`config.mk`:
```
export PLATFORM = sky130hd
export DESIGN_NAME = i2s_stereo_tx
export DESIGN_NICKNAME = d
export VERILOG_FILES = /design/src/rtl/i2s_tx_pkg.sv /design/src/rtl/i2s_bclk_div.sv /design/src/rtl/i2s_frame_seq.sv /design/src/rtl/i2s_slot_shifter.sv /design/src/rtl/i2s_stereo_tx.sv
export SDC_FILE = /design/constraint.sdc
export NUM_CORES = 1
export LEC_CHECK = 0
export ABC_AREA = 1
export BUFFER_PORTS_ARGS = -buffer_cell sky130_fd_sc_hd__buf_2
export CORE_MARGIN = 1
export CORE_UTILIZATION = 30
export CTS_BUF_LIST = sky130_fd_sc_hd__clkbuf_8
export CTS_CLUSTER_DIAMETER = 200
export DETAILED_ROUTE_END_ITERATION = 7
export PLACE_DENSITY = 0.5
export SETUP_SLACK_MARGIN = 0.15
export SLEW_MARGIN = 10
export SYNTH_ARGS = -nofsm -noshare
export SYNTH_HDL_FRONTEND = slang
export SYNTH_SLANG_ARGS = --single-unit
```
`constraint.sdc`:
```
create_clock -name clk -period 2.2 [get_ports clk]
set_clock_uncertainty 0.1 [all_clocks]
set_input_delay 0 -clock clk [delete_from_list [all_inputs] [get_ports clk]]
set_output_delay 0 -clock clk [all_outputs]
set_load 0.03 [all_outputs]
```
`src/rtl/i2s_tx_pkg.sv`:
```
package i2s_tx_pkg;
  // Channel carried by the current slot; the value equals the lrclk level.
  typedef enum logic {
    CH_LEFT  = 1'b0,
    CH_RIGHT = 1'b1
  } i2s_chan_e;

  localparam int unsigned DEF_SAMPLE_W = 24;
  localparam int unsigned DEF_SLOT_W   = 32;
  localparam int unsigned DEF_MCLK_DIV = 4;
endpackage

```
`src/rtl/i2s_bclk_div.sv`:
```
module i2s_bclk_div #(
  parameter int unsigned MCLK_DIV = 4
) (
  input  logic clk,
  input  logic rst,
  output logic bclk,
  output logic fall_tick
);
  localparam int unsigned CNT_W = (MCLK_DIV > 2) ? $clog2(MCLK_DIV) : 1;
  localparam logic [CNT_W-1:0] CNT_LAST = CNT_W'(MCLK_DIV - 1);
  localparam logic [CNT_W-1:0] CNT_RISE = CNT_W'(MCLK_DIV / 2 - 1);

  logic [CNT_W-1:0] div_cnt;
  logic             bclk_q;

  // The bit time ends on this edge: bclk falls and the other outputs step.
  assign fall_tick = (div_cnt == CNT_LAST);
  assign bclk      = bclk_q;

  always_ff @(posedge clk) begin
    if (rst) begin
      div_cnt <= '0;
      bclk_q  <= 1'b0;
    end else begin
      div_cnt <= fall_tick ? '0 : div_cnt + 1'b1;
      if (fall_tick)
        bclk_q <= 1'b0;
      else if (div_cnt == CNT_RISE)
        bclk_q <= 1'b1;
    end
  end

  // both halves of the bit clock last at least two master cycles
  a_r2_high_hold: assert property (@(posedge clk) disable iff (rst)
    $rose(bclk) |=> bclk);
  a_r2_low_hold: assert property (@(posedge clk) disable iff (rst)
    $fell(bclk) |=> !bclk);
  a_r2_fall_on_tick: assert property (@(posedge clk) disable iff (rst)
    fall_tick |=> !bclk);
endmodule

```
`src/rtl/i2s_frame_seq.sv`:
```
module i2s_frame_seq
  import i2s_tx_pkg::*;
#(
  parameter int unsigned SLOT_W = 32
) (
  input  logic      clk,
  input  logic      rst,
  input  logic      fall_tick,
  output logic      lrclk,
  output logic      slot_start,
  output i2s_chan_e next_chan,
  output logic      take_window
);
  localparam int unsigned FRAME_W = 2 * SLOT_W;
  localparam int unsigned BIT_W   = $clog2(FRAME_W);
  localparam int unsigned POS_W   = $clog2(SLOT_W);
  localparam logic [BIT_W-1:0] BIT_LAST = BIT_W'(FRAME_W - 1);

  logic [BIT_W-1:0] bit_cnt;
  logic [BIT_W-1:0] bit_nxt;
  logic             lr_q;

  assign bit_nxt     = bit_cnt + 1'b1;
  assign next_chan   = i2s_chan_e'(bit_nxt[BIT_W-1]);
  assign slot_start  = fall_tick && (bit_nxt[POS_W-1:0] == '0);
  assign take_window = fall_tick && (bit_cnt == BIT_LAST);
  assign lrclk       = lr_q;

  always_ff @(posedge clk) begin
    if (rst) begin
      bit_cnt <= '0;
      lr_q    <= 1'b0;
    end else if (fall_tick) begin
      bit_cnt <= bit_nxt;
      lr_q    <= bit_nxt[BIT_W-1];
    end
  end

  // the acceptance window is a single cycle wide
  a_r7_window_pulse: assert property (@(posedge clk) disable iff (rst)
    take_window |=> !take_window);
  // word select steps only at the end of a bit time
  a_r3_lr_on_tick: assert property (@(posedge clk) disable iff (rst)
    !$stable(lrclk) |-> $past(fall_tick));
endmodule

```
`src/rtl/i2s_slot_shifter.sv`:
```
module i2s_slot_shifter #(
  parameter int unsigned SAMPLE_W = 24,
  parameter int unsigned SLOT_W   = 32
) (
  input  logic                clk,
  input  logic                rst,
  input  logic                fall_tick,
  input  logic                slot_start,
  input  logic [SAMPLE_W-1:0] sample,
  output logic                sdata
);
  localparam int unsigned PAD_W = SLOT_W - SAMPLE_W - 1;

  logic [SLOT_W-1:0] slot_word;
  logic [SLOT_W-1:0] shreg;
  logic              sd_q;

  // The slot image is an idle bit, the sample MSB first, then zero fill.
  generate
    if (PAD_W > 0) begin : g_pad
      assign slot_word = {1'b0, sample, {PAD_W{1'b0}}};
    end else begin : g_nopad
      assign slot_word = {1'b0, sample};
    end
  endgenerate

  always_ff @(posedge clk) begin
    if (rst) begin
      shreg <= '0;
      sd_q  <= 1'b0;
    end else if (slot_start) begin
      shreg <= slot_word;
      sd_q  <= slot_word[SLOT_W-1];
    end else if (fall_tick) begin
      shreg <= shreg << 1;
      sd_q  <= shreg[SLOT_W-2];
    end
  end

  assign sdata = sd_q;

  // the bit time that opens a slot never carries data
  a_r4_idle_first: assert property (@(posedge clk) disable iff (rst)
    $past(slot_start) |-> !sdata);
  // data moves only at the end of a bit time
  a_r6_sd_on_tick: assert property (@(posedge clk) disable iff (rst)
    !$stable(sdata) |-> $past(fall_tick));
endmodule

```
`src/rtl/i2s_stereo_tx.sv`:
```
module i2s_stereo_tx
  import i2s_tx_pkg::*;
#(
  parameter int unsigned SAMPLE_W = DEF_SAMPLE_W,
  parameter int unsigned SLOT_W   = DEF_SLOT_W,
  parameter int unsigned MCLK_DIV = DEF_MCLK_DIV
) (
  input  logic                clk,
  input  logic                rst,
  input  logic                pair_valid,
  output logic                pair_ready,
  input  logic [SAMPLE_W-1:0] left_sample,
  input  logic [SAMPLE_W-1:0] right_sample,
  output logic                bclk,
  output logic                lrclk,
  output logic                sdata
);
  logic                fall_tick;
  logic                slot_start;
  logic                take_window;
  i2s_chan_e           next_chan;
  logic                accept;
  logic [SAMPLE_W-1:0] held_left;
  logic [SAMPLE_W-1:0] held_right;
  logic [SAMPLE_W-1:0] left_src;
  logic [SAMPLE_W-1:0] slot_sample;

  i2s_bclk_div #(.MCLK_DIV(MCLK_DIV)) u_div (
    .clk       (clk),
    .rst       (rst),
    .bclk      (bclk),
    .fall_tick (fall_tick)
  );

  i2s_frame_seq #(.SLOT_W(SLOT_W)) u_seq (
    .clk         (clk),
    .rst         (rst),
    .fall_tick   (fall_tick),
    .lrclk       (lrclk),
    .slot_start  (slot_start),
    .next_chan   (next_chan),
    .take_window (take_window)
  );

  assign pair_ready = take_window;
  assign accept     = pair_valid && take_window;
  assign left_src   = accept ? left_sample : held_left;
  assign slot_sample = (next_chan == CH_RIGHT) ? held_right : left_src;

  always_ff @(posedge clk) begin
    if (rst) begin
      held_left  <= '0;
      held_right <= '0;
    end else if (accept) begin
      held_left  <= left_sample;
      held_right <= right_sample;
    end
  end

  i2s_slot_shifter #(.SAMPLE_W(SAMPLE_W), .SLOT_W(SLOT_W)) u_shift (
    .clk        (clk),
    .rst        (rst),
    .fall_tick  (fall_tick),
    .slot_start (slot_start),
    .sample     (slot_sample),
    .sdata      (sdata)
  );

  // word select moves with a falling bit clock
  a_r3_lr_on_fall: assert property (@(posedge clk) disable iff (rst)
    !$stable(lrclk) |-> $fell(bclk));
  // data moves with a falling bit clock
  a_r6_sd_on_fall: assert property (@(posedge clk) disable iff (rst)
    !$stable(sdata) |-> $fell(bclk));
  // window sits at the end of the right slot and opens the left one
  a_r7_ready_in_right: assert property (@(posedge clk) disable iff (rst)
    pair_ready |-> (lrclk && bclk));
  a_r7_left_follows: assert property (@(posedge clk) disable iff (rst)
    pair_ready |=> !lrclk);
  // a word-select change always comes with an idle data bit
  a_r4_gap_on_change: assert property (@(posedge clk) disable iff (rst)
    !$stable(lrclk) |-> !sdata);
endmodule

```
-- After elaboration in Yosys (flattened, before gate mapping)
Cells that the tools add are included.
- $add $sub $neg: 2
- multipliers: 0
- divide/modulo/power cells: 0
- $lt $le $gt $ge: 0
- equal/unequal tests: 3
- shift-type cells: 0
- mux-type cells: 4
- bitwise logic cells: 0
- reductions and logical operators: 7
- operators with widths (kind ; count):
    2-to-1 mux 31 bit ; 2
    2-to-1 mux 24 bit ; 2
    adder 6 x 1 -> 6 bit (second input constant) ; 1
    equality test 6 bit (second input constant) ; 1
    logical NOT 5 bit ; 1
    OR reduction 2 bit ; 2
    logical AND 1 bit ; 3
    adder 2 x 1 -> 2 bit (second input constant) ; 1
    equality test 2 x 1 -> 1 bit (second input constant) ; 1
    equality test 2 bit (second input constant) ; 1
    nonzero test 2 bit ; 1
- register bits after elaboration: 83
- bits in latches: 0
- bits in writable memories: 0
- ROM bits: 0
- input port bits: 51
- logic and storage cells: 24
- memories: 0

-- Logic depth before layout (Yosys ltp)
- depth after elaboration: 6
- mapped depth: 12
- depth with buffers taken out: 11

-- By module
A second synthesis with hierarchy kept.
- cell total of the unflattened synthesis: 611
- area, all modules: 4027.6 sq um
- by module, submodules not included (module ; times used ; cells each ; area each (sq um)):
    i2s_stereo_tx ; 1 ; 363 ; 2309.7
    i2s_slot_shifter ; 1 ; 187 ; 1244.9
    i2s_frame_seq ; 1 ; 48 ; 355.3
    i2s_bclk_div ; 1 ; 13 ; 117.6

-- Least setup slack after synthesis
Ideal clock, no wire load.
- path type: register to register
- start: register u_seq.bit_cnt[1]
- end: register held_right[12]
- setup time: 119 ps
- data arrival time: 1454 ps
- required time: 1981 ps
- setup slack: 527 ps
- stages on the path, launching flop included: 9
- clock period less this slack: 1673 ps
- cell sequence: dfxtp_1 ha_1 nand3_2 inv_2 nand3_4 buf_2 buf_2 o21ai_0 a21oi_1
- word-level cells in the longest chain between the ends: 3
- ends and longest elaborated chain (item ; RTL line ; text):
    start: declaration ; i2s_frame_seq.sv:19 ; logic [BIT_W-1:0] bit_cnt;
    start signal: assignment ; i2s_frame_seq.sv:34 ; bit_cnt <= bit_nxt;
    equality test 6 bit ; i2s_frame_seq.sv:26 ; assign take_window = fall_tick && (bit_cnt == BIT_LAST);
    logical AND 1 bit ; i2s_frame_seq.sv:26 ;
    logical AND 1 bit ; i2s_stereo_tx.sv:46 ; assign accept = pair_valid && take_window;
    end signal: assignment ; i2s_stereo_tx.sv:56 ; held_right <= right_sample;
    end: declaration ; i2s_stereo_tx.sv:24 ; logic [SAMPLE_W-1:0] held_right;
No other way between the ends.
A chain may end at the register's enable or synchronous reset.

-- Final worst setup path
- start: register u_seq.bit_cnt[0]
- end: register u_shift.shreg[18]
- word-level cells in the longest chain between the ends: 6
- elaborated cells between the ends (all ways): 10
- classes of those cells: add/sub (1); eq/ne (1); mux (3); reduce/logical (5)
- ends and longest elaborated chain (item ; RTL line ; text):
    parallel branches: the longest is 6 deep, another holds adder 6 x 1 -> 6 bit ; - ;
    end signal: assignment ; i2s_slot_shifter.sv:32 ; shreg <= slot_word;
    end signal: assignment ; i2s_slot_shifter.sv:35 ; shreg <= shreg << 1;
    end: declaration ; i2s_slot_shifter.sv:15 ; logic [SLOT_W-1:0] shreg;
Parallel ways; which one is timed is not known.

==> impl_metrics.json <==
{
  "dpl-instance-area_um2": 4223,
  "p_leak_nw": 1.907,
  "die_area_um2": 13190,
  "layout-drive-gt1-share": 0.1654,
  "antenna_found_initial": 0,
  "fin_setup_tns_ns": 0,
  "worstPathCellList": "ha_1 > nand3_2 > inv_2 > nand3_4 > buf_12 > nand2_1 > nand2_1 > nor2_1 > nor2_1 > nor2_1 > nor2_1",
  "synthMuxAreaShare": 0,
  "cp_common_cell": "nor2_1",
  "maxCapViolations": 0,
  "synth_fp_nets": 607,
  "grt_remaining_overflow": 0,
  "syn_area_per_cell_um2": 6.922,
  "synth_compound_area_frac": 0.1451,
  "cp.required_ns": 2.36,
  "startpoint": "u_seq.bit_cnt[0]$_SDFFE_PP0N_",
  "cts_made_buffers": 9,
  "synthTopCellsByArea": "dfxtp_1, nand2_1, nor2_1",
  "grt_max_degree": 61,
  "r2r-end": "u_shift.shreg[18]$_SDFFE_PP0P_",
  "rsz0062_at_grt": "true",
  "synth-seq-cells": 82,
  "fin_crit_ns": 1.874,
  "slew_headroom": 0.7073,
  "ys_types": 25,
  "clk_latency_ns": 0.36,
  "drv_slew": 0,
  "clockBufferDepth": 2,
  "fp.dieH_um": 114.9,
  "yosysWarnings": 0,
  "diodes": 0,
  "gp_congestion": 0.7787,
  "power_density_nw_per_um2": 569.0,
  "cp_max_fo": 60,
  "max_freq_ghz": 0.5336,
  "placed_cells": 748,
  "cp-start-kind": "flip-flop",
  "fp-row-count": 40,
  "slowest_delay_ns": 0.43,
  "tightest_slew_ns": 0.4391,
  "cp.arrival_ns": 2.03,
  "status": "finished, final reports clean",
  "yosysSeqAreaShare": 0.4296,
  "vias": 3762,
  "hold_violations": 0,
  "yosys.area.top_type_share": 0.4296,
  "synth_fa_ha_area_frac": 0.01310,
  "detail_route.first_pass.iterations": 5,
  "peakVddDrop_mv": 0.3293,
  "utilization": 0.4070,
  "r2r_slack_ns": 0.33,
  "r2r_start": "u_seq.bit_cnt[0]$_SDFFE_PP0N_",
  "final_nets": 698,
  "holdWs_ns": 0.06443,
  "worst-path-buf-inv": 2,
  "die_x_um": 114.9,
  "min_to": "held_left[6]$_SDFF_PP0_",
  "synth_top_area_cell": "dfxtp_1",
  "portBuffers": 54,
  "synth_top_family_by_area": "simple AND/OR/NAND/NOR gates",
  "synth_cells": 552,
  "cp_slowest_cell": "dfxtp_2",
  "crit_family": "simple AND/OR/NAND/NOR gates",
  "core_area_um2": 12210,
  "path_clk_slew_ns": 0.08,
  "cts_tree": "yes",
  "final_cells": 815,
  "finalWirelength_um": 10400,
  "initial_core_util": 0.3129,
  "grt_pass1_wl_um": 16910,
  "fin_area_um2": 4970,
  "dr.first_iter.drc_count": 120,
  "syn_to_final_growth_pct": 30.06,
  "clock_sinks": 82,
  "ios": 55,
  "drcViolationCount": 0,
  "syn_area_um2": 3821,
  "cts_max_level": 3,
  "hold_depth": 3,
  "crit_type": "flip-flop to flip-flop",
  "grt_pass1_vias": 3510,
  "end_kind": "flip-flop",
  "antenna_left": 0,
  "clock-root-buffer": "clkbuf_8",
  "hpwl_um": 6446,
  "setup_viol": 0,
  "hold_class": "primary input to flip-flop",
  "grtUsageTotal": 0.1678,
  "viasPerCell": 4.616,
  "post_drt_wl_per_cell_um": 12.76,
  "min-delay-start": "rst",
  "fin_crit_sh": 0.8518,
  "synth_xor_area_frac": 0.002292,
  "reg2reg_depth": 11,
  "yosys.area_share.simple": 0.3235
}
[sequential cells by signal, indices dropped and copies added (netlist names)]
| signal | cells |
|---|---|
| u_seq.lrclk | 1 |
| u_div.div_cnt | 2 |
| u_shift.shreg | 25 |
| u_seq.bit_cnt | 5 |
| u_div.bclk | 1 |
| held_right | 24 |
| held_left | 24 |
[how the worst max path moves through the flow]
stage	endpoint	slack, ns	depth (start not counted)
after CTS	u_shift.shreg[9]$_SDFFE_PP0P_	0.17	11
after floorplan	held_right[12]$_SDFFE_PP0N_	0.53	8
after detailed placement	u_shift.shreg[11]$_SDFFE_PP0P_	0.21	11
after global routing	u_shift.shreg[11]$_SDFFE_PP0P_	0.14	11
final	u_shift.shreg[18]$_SDFFE_PP0P_	0.33	11
after global placement	u_shift.shreg[22]$_SDFFE_PP0P_	0.24	11
[cells by family (layout without fill, tap and decap cells)]
family | Yosys count | count (layout)
buffers and inverters | 72 | 165
adders and majority gates | 4 | 4
AOI/OAI and AO/OA | 110 | 110
DFF | 82 | 82
and+or+nand+nor | 283 | 285
xor gates and xnor gates | 1 | 1
[cell usage after synthesis, drive strengths merged]
| cell type | count |
|---|---|
| xnor2 | 1 |
| ha | 4 |
| nor4 | 1 |
| dfxtp | 82 |
| inv | 35 |
| a21oi | 59 |
| nor2 | 89 |
| o22ai | 3 |
| nand3 | 59 |
| o21ai | 48 |
| nand2 | 131 |
| buf | 19 |
| nand3b | 1 |
| nand4 | 2 |
| clkbuf | 18 |
[tightest hold or removal path: stages]
cell,delay [ns]
buf_2,0.10
buf_4,0.24
a21oi_1,0.14
[repair_timing]
action	4_1_cts	5_1_grt
endpoints found under the setup margin	0	25
gates resized for setup	0	11
hold buffers	49	0
setup buffers	0	1
hold endpoints to repair	52	0
[metrics by stage]
stage               worst slack (ns)  power [mW]
floorplan                     0.5271       1.707
global placement              0.2362       1.788
global route                  0.1415       2.971
finish                        0.3261       2.828
detailed placement            0.2059       1.793
CTS                           0.1745       2.861
[placed cells by master, fill, tap and decap left out, drive strengths merged]
master       netlist  final
a21oi             59     59
dfxtp             82     82
o21ai             48     48
nor4               1      1
nand3             59     59
nand4              2      2
clkinv             0      3
nor2              89     91
clkbuf            18     11
nand2            131    131
ha                 4      4
dlygate4sd3        0     49
nand3b             1      1
xnor2              1      1
o22ai              3      3
inv               35     36
buf               19     66
[layer usage]
metal  wire (um)  part of all wire  GRT usage
met5           0                 0          0
met1        5369              0.52     0.2297
met4         256             0.025    0.08658
met2        4471              0.43     0.2562
met3         302             0.029    0.02478
[cell type report]
cell class	instances	area, um2
tap	168	210.2
timing repair buffer	115	904.6
fill	1312	7242
clock buffer	11	151.4
inverter	35	131.4
sequential	82	1645
multi-input combinational	400	1908
clock inverter	4	18.77
[report_power, final]
group | internal (mW) | switching [mW] | leakage [nW] | total [mW]
sequential | 1.52 | 0.0269 | 0.664 | 1.55
combinational | 0.146 | 0.135 | 1.15 | 0.281
clock | 0.456 | 0.540 | 0.0961 | 0.996
total | 2.13 | 0.702 | 1.91 | 2.83
(Power assumes the default switching activity.)
